**config.mk**
```make
export PLATFORM = sky130hd
export DESIGN_NAME = fault_toggle_reg
export DESIGN_NICKNAME = d
export VERILOG_FILES = /design/src/rtl/fte_pkg.sv /design/src/rtl/fte_rst_sync.sv /design/src/rtl/fte_err_bank.sv /design/src/rtl/fte_ack_bank.sv /design/src/rtl/fte_notify.sv /design/src/rtl/fault_toggle_reg.sv
export SDC_FILE = /design/constraint.sdc
export NUM_CORES = 1
export LEC_CHECK = 0
export ABC_CLOCK_PERIOD_IN_PS = 1150
export BUFFER_PORTS_ARGS = -buffer_cell sky130_fd_sc_hd__buf_2
export CAP_MARGIN = 10
export CORE_ASPECT_RATIO = 1.75
export CORE_UTILIZATION = 40
export CTS_CLUSTER_SIZE = 25
export DETAILED_ROUTE_END_ITERATION = 8
export GPL_TIMING_DRIVEN = 0
export PLACE_DENSITY = 0.77
export SLEW_MARGIN = 20
export SYNTH_ARGS = -nofsm -noshare
export SYNTH_HDL_FRONTEND = slang
export SYNTH_SLANG_ARGS = --single-unit
```
**constraint.sdc**
```tcl
create_clock -name clk -period 1.15 [get_ports clk]
set_input_delay 0.23 -clock clk [delete_from_list [all_inputs] [get_ports clk]]
set_output_delay 0.23 -clock clk [all_outputs]
set_load 0.01 [all_outputs]
```
**src/rtl/fte_pkg.sv**
```systemverilog
package fte_pkg;
  localparam logic [1:0] SEL_ERR  = 2'd0;
  localparam logic [1:0] SEL_ACK  = 2'd1;
  localparam logic [1:0] SEL_PEND = 2'd2;
  localparam logic [1:0] SEL_NONE = 2'd3;
endpackage

```
**src/rtl/fte_rst_sync.sv**
```systemverilog
module fte_rst_sync #(
  parameter int STAGES = 2
) (
  input  logic clk,
  input  logic rst_n_i,
  output logic rst_n_o
);
  logic [STAGES-1:0] sh_q;

  generate
    if (STAGES == 1) begin : g_one
      always_ff @(posedge clk or negedge rst_n_i) begin
        if (!rst_n_i) sh_q <= '0;
        else          sh_q <= 1'b1;
      end
    end else begin : g_many
      always_ff @(posedge clk or negedge rst_n_i) begin
        if (!rst_n_i) sh_q <= '0;
        else          sh_q <= {sh_q[STAGES-2:0], 1'b1};
      end
    end
  endgenerate

  assign rst_n_o = sh_q[STAGES-1];
endmodule

```
**src/rtl/fte_err_bank.sv**
```systemverilog
module fte_err_bank #(
  parameter int ERR_W = 8
) (
  input  logic             clk,
  input  logic             rst_n,
  input  logic             req_vld_i,
  input  logic [ERR_W-1:0] req_mask_i,
  input  logic [ERR_W-1:0] pend_i,
  output logic [ERR_W-1:0] new_bits_o,
  output logic [ERR_W-1:0] err_q
);
  logic [ERR_W-1:0] err_d;
  logic             err_en;

  always_comb begin
    new_bits_o = req_vld_i ? (req_mask_i & ~pend_i) : '0;
    err_en     = |new_bits_o;
    err_d      = err_q ^ new_bits_o;
  end

  always_ff @(posedge clk or negedge rst_n) begin
    if (!rst_n)      err_q <= '0;
    else if (err_en) err_q <= err_d;
  end


  err_quiet_chk: assert property (@(posedge clk) disable iff (!rst_n)
    !req_vld_i |=> $stable(err_q));

  err_no_repend_chk: assert property (@(posedge clk) disable iff (!rst_n)
    req_vld_i |=> ((err_q ^ $past(err_q)) & $past(pend_i)) == '0);
endmodule

```
**src/rtl/fte_ack_bank.sv**
```systemverilog
module fte_ack_bank #(
  parameter int ERR_W = 8
) (
  input  logic             clk,
  input  logic             rst_n,
  input  logic             wr_en_i,
  input  logic [ERR_W-1:0] wdata_i,
  output logic [ERR_W-1:0] ack_q
);
  logic [ERR_W-1:0] ack_d;

  always_comb ack_d = wdata_i;

  always_ff @(posedge clk or negedge rst_n) begin
    if (!rst_n)       ack_q <= '0;
    else if (wr_en_i) ack_q <= ack_d;
  end


  ack_hold_chk: assert property (@(posedge clk) disable iff (!rst_n)
    !wr_en_i |=> $stable(ack_q));
endmodule

```
**src/rtl/fte_notify.sv**
```systemverilog
module fte_notify #(
  parameter int ERR_W = 8
) (
  input  logic             clk,
  input  logic             rst_n,
  input  logic             req_vld_i,
  input  logic             irq_en_i,
  input  logic [ERR_W-1:0] new_bits_i,
  input  logic             ack_wr_i,
  input  logic             ack_old_c_i,
  input  logic             ack_new_c_i,
  input  logic             pend_c_i,
  output logic             irq_pulse_o,
  output logic             resume_o
);
  logic irq_d, res_d;

  always_comb begin
    irq_d = req_vld_i & irq_en_i & (|new_bits_i);
    res_d = ack_wr_i & pend_c_i & (ack_old_c_i ^ ack_new_c_i);
  end

  always_ff @(posedge clk or negedge rst_n) begin
    if (!rst_n) begin
      irq_pulse_o <= 1'b0;
      resume_o    <= 1'b0;
    end else begin
      irq_pulse_o <= irq_d;
      resume_o    <= res_d;
    end
  end


  irq_gated_chk: assert property (@(posedge clk) disable iff (!rst_n)
    irq_pulse_o |-> ($past(irq_en_i) && $past(req_vld_i)));

  resume_pend_chk: assert property (@(posedge clk) disable iff (!rst_n)
    resume_o |-> ($past(pend_c_i) && $past(ack_wr_i)));
endmodule

```
**src/rtl/fault_toggle_reg.sv**
```systemverilog
module fault_toggle_reg #(
  parameter int ERR_W       = 8,
  parameter int DATA_W      = 32,
  parameter int CMDQ_BIT    = 0,
  parameter int SYNC_STAGES = 2
) (
  input  logic              clk,
  input  logic              rst_n,
  input  logic              reg_wr,
  input  logic [1:0]        reg_addr,
  input  logic [DATA_W-1:0] reg_wdata,
  output logic [DATA_W-1:0] reg_rdata,
  input  logic              err_req_vld,
  input  logic [ERR_W-1:0]  err_req_mask,
  input  logic              irq_en,
  output logic              irq_pulse,
  output logic              cmdq_err,
  output logic              cmdq_resume
);
  import fte_pkg::*;

  localparam int PAD_W = DATA_W - ERR_W;

  logic             rst_n_s;
  logic [ERR_W-1:0] err_q, ack_q, pend, new_bits, ack_wdata, rd_sel;
  logic             ack_wr;

  fte_rst_sync #(.STAGES(SYNC_STAGES)) u_rst (
    .clk(clk), .rst_n_i(rst_n), .rst_n_o(rst_n_s));

  always_comb begin
    pend      = err_q ^ ack_q;
    ack_wr    = reg_wr && (reg_addr == SEL_ACK);
    ack_wdata = reg_wdata[ERR_W-1:0];
  end

  fte_err_bank #(.ERR_W(ERR_W)) u_err (
    .clk(clk), .rst_n(rst_n_s), .req_vld_i(err_req_vld),
    .req_mask_i(err_req_mask), .pend_i(pend),
    .new_bits_o(new_bits), .err_q(err_q));

  fte_ack_bank #(.ERR_W(ERR_W)) u_ack (
    .clk(clk), .rst_n(rst_n_s), .wr_en_i(ack_wr),
    .wdata_i(ack_wdata), .ack_q(ack_q));

  fte_notify #(.ERR_W(ERR_W)) u_ntf (
    .clk(clk), .rst_n(rst_n_s), .req_vld_i(err_req_vld),
    .irq_en_i(irq_en), .new_bits_i(new_bits), .ack_wr_i(ack_wr),
    .ack_old_c_i(ack_q[CMDQ_BIT]), .ack_new_c_i(ack_wdata[CMDQ_BIT]),
    .pend_c_i(pend[CMDQ_BIT]), .irq_pulse_o(irq_pulse),
    .resume_o(cmdq_resume));

  always_comb begin
    case (reg_addr)
      SEL_ERR:  rd_sel = err_q;
      SEL_ACK:  rd_sel = ack_q;
      SEL_PEND: rd_sel = pend;
      default:  rd_sel = '0;
    endcase
  end

  generate
    if (PAD_W > 0) begin : g_pad
      logic unused_wdata_hi;
      assign unused_wdata_hi = ^reg_wdata[DATA_W-1:ERR_W];
      assign reg_rdata = {{PAD_W{1'b0}}, rd_sel};
    end else begin : g_nopad
      assign reg_rdata = rd_sel;
    end
  endgenerate

  assign cmdq_err = pend[CMDQ_BIT];


  err_wr_ignored_chk: assert property (@(posedge clk) disable iff (!rst_n_s)
    (!err_req_vld && reg_wr && reg_addr != SEL_ACK) |=> ($stable(err_q) && $stable(ack_q)));

  cmdq_status_chk: assert property (@(posedge clk) disable iff (!rst_n_s)
    (cmdq_resume) |-> !cmdq_err || $past(err_req_vld));
endmodule

```
---- Word-level counts from Yosys, hierarchy flattened ----
Cells that the tools add are included.
word-level totals
  register bits ........................... 20
  bits in latches ......................... 0
  memory bits (writable) .................. 0
  ROM bits ................................ 0
  output and inout port bits .............. 35
  logic and storage cells ................. 21
  memories ................................ 0
operators by class
  add/subtract/negate cells ............... 0
  multiply operators ...................... 0
  divide/modulo/power cells ............... 0
  magnitude comparators ................... 0
  equality and inequality tests ........... 2
  shifts and indexed selects .............. 0
  muxes and demuxes ....................... 2
  bitwise operators ....................... 9
  reduce and logical (&&, ||, !) cells .... 3
operators by type and width
  kind                  number
  $pmux W8 S3           1
  $xor A8 B8 Y8         2
  $and A8 B8 Y8         1
  $mux W8               1
  $not A8 Y8            1
  $reduce_or A8 Y1      1
  $and A1 B1 Y1         4
  $eq A2 B1 Y1 const B  1
  $eq A2 B2 Y1 const B  1
  $logic_not A2 Y1      1
  $logic_and A1 B1 Y1   1
  $xor A1 B1 Y1         1

---- Logic depth before layout (Yosys ltp) ----
Gate-level depths: netlist of the first run.
  depth after elaboration ................. 6
  depth in mapped cells ................... 4
  mapped depth without buffers ............ 3

---- Cells and area by module ----
A second synthesis of the first run with hierarchy kept.
second synthesis, totals
  cell total of the unflattened synthesis .. 123
  area total of the unflattened synthesis .. 1382.6 um^2
by module, submodules not included
  module            instances  cells each  area an instance (um^2)  sequential area each (um^2)
  fault_toggle_reg  1          69          558.0                    0.0
  fte_err_bank      1          26          352.8                    200.2
  fte_ack_bank      1          17          331.6                    200.2
  fte_notify        1          8           86.3                     50.0
  fte_rst_sync      1          3           53.8                     50.0

---- Worst setup path before layout of the first run ----
Ideal clock, no wire load.
  kind .................................... input to output
  start point ............................. input reg_addr[0]
  end point ............................... output reg_rdata[4]
  arrival time ............................ 906 ps
  required time ........................... 920 ps
  setup slack ............................. 14 ps
  stages .................................. 4
  cell sequence ........................... buf_4 > buf_4 > mux2i_1 > o22ai_1
on the way
  longest elaborated chain between the ends .. 2
  elaborated cells on any way between the ends .. 4
  those cells by class .................... eq/ne: 2; mux: 1; reduce/logical: 1
RTL lines
  item                                  line                    RTL
  start: declaration                    fault_toggle_reg.sv:10  input logic [1:0] reg_addr,
  $eq A2 B2 Y1 (tied with other cells)  fault_toggle_reg.sv:54  case (reg_addr)
  $pmux W8 S3 (*)                       fault_toggle_reg.sv:54
  end: declaration                      fault_toggle_reg.sv:12  output logic [DATA_W-1:0] reg_rdata,
Mark *: on every way between the ends. The rest lies on a longest branch, timed or not.

---- Worst setup path in the final report of the first run ----
  start point ............................. register u_ack.ack_q[1]
  end point ............................... output reg_rdata[1]
on the way
  longest elaborated chain between the ends .. 2
RTL lines
  item                      line                    RTL
  start: declaration        fte_ack_bank.sv:8       output logic [ERR_W-1:0] ack_q
  start signal: assignment  fte_ack_bank.sv:16      else if (wr_en_i) ack_q <= ack_d;
  $xor A8 B8 Y8             fault_toggle_reg.sv:32  pend = err_q ^ ack_q;
  $pmux W8 S3 (*)           fault_toggle_reg.sv:54
Marks and branches as above.

==> out/metrics.cfg, run 1 <==
[layout]
mostFrequentLayoutCells=60 x buf_4, 34 x buf_2, 25 x conb_1
design_area_um2=2060
fin_nets=275
fill_cells=287
final_cells=270
drive_gt1_share_pct=56.4
layout_commonest_cell=buf_4
syn_to_final_growth_pct=52.8
diodes=0

[worst_setup_path]
worst_ep_arrival_time_ns=1.23
worstSetupStartpoint=u_ack.ack_q[1]
worst-setup-path-type=reg -> out
cp.depth=4
cp_top_family=flip-flops
slowest_stage=dfrtp_2
worst-path-buf-inv=1
endpoint=reg_rdata[1]
start_kind=flip-flop
slowest_delay_ns=0.42
rr_endpoint=u_ntf.irq_pulse_o
crit_fanout=4
cp-end-kind=primary output
crit_path_cell_trace=nor2b_4 > a21oi_2 > o22ai_1 > buf_2
r2r_setup_slack_ns=-0.16
critPathRequiredTime_ns=0.92
r2r_cells=5
reg2reg_from=u_ack.ack_q[0]

[logic_synthesis]
synth-seq-cells=20
yosysUniqueCellTypes=22
syn-cell-area_um2=1350
synthArstFlopShare_pct=100
avgSynthCellArea_um2=10.1
yosys_warnings=0
ys_seq_area_share_pct=37.1
synth_enable_flop_cells=0
ys.flop_type=dfrtp_1
synth_cells=133

[floorplan]
num_io_pins=82
die_h_um=78.8
num_rows=27
initial_core_util_pct=42.4
fp.dieW_um=45.9
coreArea_um2=3180
dieArea_um2=3610

[placed_design]
gp_congestion=0.753
dp_cells=231
buffer_ports.inserted=32
place_hpwl_um=2170
dpl_cell_area_um2=1650

[clock_network]
clk-insertion-delay-late_ns=0.26
numCtsBuffers=3
cts_sinks=20
clk_path_buf_depth=2
htree_levels=1
cts_tree=built
cts-root-buf=clkbuf_8
path_clk_slew_ns=0.08

[power_and_ir_drop]
power_density_nw_per_um2=1440
switchingPower_uw=907
clockPowerShare_pct=23.7
p_total_uw=2970
peakVddDrop_mv=0.858
p_sw_share_pct=30.6
combinationalPowerShare_pct=43.8
power_leakage_uw=0.00113
pwr-share-seq_pct=32.6
p_int_uw=2060

[sta]
min_period_ns=1.46
finalHoldViolCount=0
rsz0062_at_grt=yes
worst_pin_slew_ns=0.724
setup_viol=10
relSlewSlack_pct=51.7
setup_ws_ns=-0.313
final_max_slew_viol_count=0
timing.fmax_ghz=0.683
period_share_pct=127
finClkSkew_ns=0.00400

[outcome]
violations=negative setup slack
status=finished with violations

[route]
wl_per_cell_um=12.9
dr.pass1.iters=4
vias=1241
drc_errors=0
viasPerCell=4.60
drt_wl_total_um=3480
drtIter0Drc=24
ant_nets=0

[grt]
grt_pass1_vias=1216
grt_max_degree=19
antenna_found_initial=0
grt.overflow.total=0
grt_pass1_wl_um=5360
grt_use_total_pct=20.5

[job]
cap_violations=0

[worst_hold_path]
hp-class=in -> reg
hold_start=err_req_mask[5]

worst reg2reg max path: cells and delay by family (launching register included):
kind | cells | cell delay (ns)
buffers and inverters | 2 | 0.29
AO/OA/AOI/OAI | 2 | 0.33
XOR/XNOR | 1 | 0.17
flip-flops | 1 | 0.45
final cells by class:
cell class	instances	area, µm²	share of cell area [%]
buffer	28	205	9.96
clock buffer	3	41.3	2.00
clock inverter	1	30.0	1.46
inverter	7	26.3	1.28
multi-input combinational	101	768	37.3
sequential	20	509	24.7
tap	43	53.8	2.61
timing repair buffer	67	425	20.7
sequential cells by signal, indices dropped and copies added (netlist names):
register           cells
u_rst.sh_q             2
u_ntf.irq_pulse_o      1
u_ntf.resume_o         1
u_ack.ack_q            8
u_err.err_q            8
routing by layer:
| metal | vias to the layer above | track usage [%] | share of wire, % |
|---|---|---|---|
| met5 | - | 0 | 0 |
| met3 | 8 | 2.50 | 3.6 |
| met1 | 585 | 21.9 | 38 |
| met2 | 42 | 37.2 | 57 |
| met4 | 0 | 9.41 | 2.3 |
| li1 | 606 | - | - |
repair_timing:
| action | in CTS | in global routing |
|---|---|---|
| buffers inserted | 28 | 6 |
| setup endpoints to repair | 10 | 10 |
| endpoints found under the hold margin | 2 | 0 |
| resized for setup | 13 | 11 |
| hold buffers | 1 | 0 |
| pin swaps | 12 | 6 |
stage by stage:
stage                     util (%)  TNS (ns)  worst slack, ns  hold slack (ns)
after CTS                     62.3     -2.60           -0.305            0.183
after global routing          64.9     -3.27           -0.382            0.184
after floorplan                  -         0           0.0140          -0.0656
after global placement        51.9    -0.590           -0.125           0.0159
after detailed placement      51.9    -0.690           -0.125           0.0167
final                         64.9     -2.70           -0.313            0.185
cells by family (layout without fill, tap and decap cells):
group                  after synthesis  in the layout  share of synthesized area [%]
AO/OA/AOI/OAI                       35             35                           16.2
XOR/XNOR                             6              6                           3.90
buffers and inverters               35            106                           17.2
flip-flops                          20             20                           37.1
multiplexers                        17             17                           15.6
other                                2             25                          0.557
AND/OR/NAND/NOR                     18             18                           9.38
synth_stat cells, types with 2 or more instances:
library cell  number  area share [%]
a21oi_1           14             5.2
mux2i_1            9             6.7
inv_1              7             2.0
o32a_1             2             1.5
a31oi_1            6             2.8
buf_4             26              14
dfrtp_1           20              37
xnor2_1            4             2.6
nor2b_1            6             2.8
conb_1             2            0.56
o21ai_1            2            0.74
and3b_1            5             3.2
o22ai_1            8             3.7
mux2_4             8             8.9
xor2_1             2             1.3
nand2_1            4             1.1
buf_2              2            0.74
a22oi_1            2             1.1
power by group through the flow:
stage | Combinational, µW | Clock (µW) | Sequential [µW]
2_1_floorplan | 593 | 0 | 962
3_3_place_gp | 761 | 0 | 996
3_5_place_dp | 777 | 0 | 1010
4_1_cts | 1160 | 706 | 949
5_1_grt | 1410 | 738 | 986
6_report | 1300 | 701 | 966
how the worst min path moves through the flow:
| stage | to | slack, ns | cells past startpoint |
|---|---|---|---|
| 2_1_floorplan | u_rst.sh_q[0] | -0.07 | 0 |
| 3_3_place_gp | u_rst.sh_q[0] | 0.02 | 1 |
| 5_1_grt | u_err.err_q[0] | 0.18 | 2 |
| 4_1_cts | u_err.err_q[7] | 0.18 | 2 |
| 6_report | u_err.err_q[5] | 0.19 | 2 |
| 3_5_place_dp | u_rst.sh_q[0] | 0.02 | 1 |
No activity file was read; power rests on OpenSTA's default activity.
==> inputs of run 2 (changes only) <==
--- a/config.mk
+++ b/config.mk
@@ -7,7 +7,6 @@
 export LEC_CHECK = 0
 export ABC_CLOCK_PERIOD_IN_PS = 1150
 export BUFFER_PORTS_ARGS = -buffer_cell sky130_fd_sc_hd__buf_2
-export CAP_MARGIN = 10
 export CORE_ASPECT_RATIO = 1.75
 export CORE_UTILIZATION = 40
 export CTS_CLUSTER_SIZE = 25
@@ -17,4 +16,5 @@
 export SLEW_MARGIN = 20
 export SYNTH_ARGS = -nofsm -noshare
 export SYNTH_HDL_FRONTEND = slang
+export SYNTH_HIERARCHICAL = 1
 export SYNTH_SLANG_ARGS = --single-unit
==> run 2 against run 1 <==
  * The run still ends with negative setup slack left
  * Fmax fell by 6.1%
  * Clock power decreased by 32%
  * Clock skew grew 0.0014 ns
  * Cell count is 5.2% lower
  * Critical path type unchanged
==> out/metrics.cfg, run 2 <==
[clock_network]
numCtsBuffers=3  ; unchanged
clk_path_buf_depth=2  ; unchanged
cts-root-buf=clkbuf_8
path_clk_slew_ns=0.07  ; about the same
clk-insertion-delay-late_ns=0.26  ; about the same
cts_sinks=20  ; unchanged
cts_tree=built
htree_levels=1  ; unchanged

[sta]
setup_ws_ns=-0.407  ; -0.0943 ns
finClkSkew_ns=0.00540  ; +0.00140 ns
min_period_ns=1.56  ; +0.0943 ns
timing.fmax_ghz=0.642  ; -6.1%
period_share_pct=135  ; +8.2 points
worst_pin_slew_ns=0.771  ; +0.0469 ns
setup_viol=18  ; +8
rsz0062_at_grt=yes
relSlewSlack_pct=48.6  ; -3.1 points
whs_ns=0.187  ; +0.00207 ns
final_max_slew_viol_count=0  ; unchanged
finalHoldViolCount=0  ; unchanged

[floorplan]
num_rows=27  ; unchanged
initial_core_util_pct=43.1  ; +0.64 points
fp.dieW_um=46.4  ; +1.2%
die_h_um=79.8  ; +1.3%
dieArea_um2=3700  ; +2.5%
num_io_pins=82  ; unchanged
coreArea_um2=3210  ; +1.1%

[logic_synthesis]
synth-seq-cells=20  ; unchanged
syn-cell-area_um2=1380  ; +2.6%
synth_compound_area_share_pct=5.52  ; -11 points
yosysUniqueCellTypes=24  ; +9.1%
ys.flop_type=dfrtp_1
avgSynthCellArea_um2=11.2  ; +11%
synthXorXnorAreaFrac_pct=10.8  ; +6.9 points
synth.most_common_cell=buf_4
synthMuxAreaShare_pct=14.5  ; -1.1 points
synth_area_leaders=dfrtp_1 36%, buf_4 13%, xor2_1 9.5%
ys_seq_area_share_pct=36.2  ; -0.94 points
yosysTopAreaCellShare_pct=36.2  ; -0.94 points
synthSimpleGateAreaFrac_pct=16.9  ; +7.5 points
synth_top_family_by_area=simple AND/OR/NAND/NOR gates
synth_enable_flop_cells=0  ; unchanged
synth.largest_area_cell=dfrtp_1
yosys_warnings=6  ; +6
synthAdderAreaFrac_pct=0  ; unchanged
synth_cells=123  ; -7.5%
synthArstFlopShare_pct=100  ; unchanged
synthTopCellsByCount=24 x buf_4, 20 x dfrtp_1, 15 x xor2_1

[power_and_ir_drop]
power_leakage_uw=0.00111  ; -1.7%
p_total_uw=3690  ; +24%
power_density_nw_per_um2=1760  ; +22%
peakVddDrop_mv=0.968  ; +13%

[layout]
fin_nets=261  ; -5.1%
syn_to_final_growth_pct=51.5
drive_gt1_share_pct=59.6  ; +3.2 points
diodes=0  ; unchanged
top_regs=u_ack/ack_q: 8 flops, u_err/err_q: 8 flops, u_rst/sh_q: 2 flops
mostFrequentLayoutCells=46 x buf_4, 33 x buf_2, 25 x conb_1
layout_commonest_cell=buf_4
fill_cells=244  ; -15%

[outcome]
violations=negative setup slack
status=finished with violations

[grt]
grt_use_total_pct=18.7  ; -1.8 points
antenna_found_initial=0  ; unchanged
grt_pass1_wl_um=4940  ; -7.9%
grt.overflow.total=0  ; unchanged
grt_pass1_vias=1089  ; -10%
grt_max_degree=19  ; unchanged

[route]
dr.pass1.iters=4  ; unchanged
ant_nets=0  ; unchanged
wl_per_cell_um=13.4  ; +4.0%
drc_errors=0  ; unchanged
viasPerCell=4.50  ; -2.0%
vias=1153  ; -7.1%
drt_wl_total_um=3440  ; -1.3%
drtIter0Drc=17  ; -29%

[worst_setup_path]
start_kind=flip-flop
critPathRequiredTime_ns=0.92  ; about the same
r2r_setup_slack_ns=-0.31  ; -0.15 ns
crit_fanout=5  ; +1
slowest_stage=dfrtp_1
cp-end-kind=primary output
worst_ep_arrival_time_ns=1.33  ; +0.10 ns
worst-setup-path-type=reg -> out
slowest_delay_ns=0.43  ; about the same
crit_path_cell_trace=and4bb_2 > a221o_1 > buf_2

[placed_design]
buffer_ports.inserted=33  ; +3.1%
gp_congestion=0.768  ; +2.0%
place_hpwl_um=2260  ; +4.2%

[worst_hold_path]
hp-class=in -> reg

[job]
cap_violations=0  ; unchanged

[run 2: cell count changes after synthesis, sizes merged, moves of 5 or more]
cell    change
a21oi      -13
a31oi       -6
inv         -5
nand2b      +8
nor2b       -5
o221ai      +7
o22ai       -8
or3b        +7
xor2       +13
[run 2: worst max-delay path, delay by kind of cell, from the launching register on]
family / cells / cell delay [ns]
DFF: 1 / 0.43
AOI/OAI and AO/OA: 1 / 0.26
and+or+nand+nor: 1 / 0.24
buffers and inverters: 1 / 0.14
[run 2: where the power goes]
part / switching [µW] / internal, µW / total [µW]
sequential: 249 / 925 / 1170
combinational: 787 / 1250 / 2040
clock: 229 / 247 / 476
[run 2: logic make-up (layout without fill, tap and decap cells)]
| group | after synthesis | count (layout) |
|---|---|---|
| DFF | 20 | 20 |
| other | 2 | 25 |
| buffers and inverters | 29 | 96 |
| and+or+nand+nor | 30 | 30 |
| AOI/OAI and AO/OA | 9 | 9 |
| xor gates and xnor gates | 17 | 17 |
| muxes | 16 | 16 |
[run 2: final cells by class]
cell class,instances,area [µm²],share of cell area [%]
multi-input cells,97,855,40.8
clock buffers,4,45.0,2.15
well taps,43,53.8,2.57
repair buffers,63,422,20.1
flip-flops and latches,20,504,24.1
plain buffers,27,208,9.92
inverters,2,7.51,0.358
[run 2: final timing paths]
| check | to | from | depth (start not counted) |
|---|---|---|---|
| worst max-delay path | reg_rdata[5] | u_ack/ack_q[5] | 3 |
| worst min-delay path | u_ntf/irq_pulse_o | irq_en | 3 |
| worst max register to register | u_ntf/irq_pulse_o | u_ack/ack_q[7] | 5 |
| worst min register to register | u_err/err_q[6] | u_rst/sh_q[1] | 0 |
| max in group asynchronous | u_ack/ack_q[4] | u_rst/sh_q[1] | 0 |
| min in group asynchronous | u_rst/sh_q[0] | rst_n | 2 |
[run 2: what timing repair did]
item,4_1_cts,5_1_grt
setup buffers,18,11
gates resized for setup,7,12
hold buffers,1,0
endpoints found under the hold margin,2,0
endpoints found under the setup margin,11,25
pin swaps,3,3
[run 2: per-stage QoR]
step                      util (%)  setup TNS, ns  cells  area, µm²  worst slack (ns)
final                         65.3          -4.36    256       2090            -0.407
after global routing          65.3          -5.27    256       2090            -0.459
after CTS                     61.2          -3.63    245       1960            -0.427
after detailed placement      54.2          -5.58    222       1740            -0.447
after global placement        54.2          -5.27    222       1740            -0.402
after floorplan                  -         -0.206    146       1520            -0.108
[run 2: per-layer routing]
layer	vias to the layer above	GRT usage, %	part of all wire, %
li1	558	-	-
met1	551	19.6	36
met2	39	34.4	58
met3	5	1.36	4.2
met4	0	8.82	1.8
met5	-	0	0
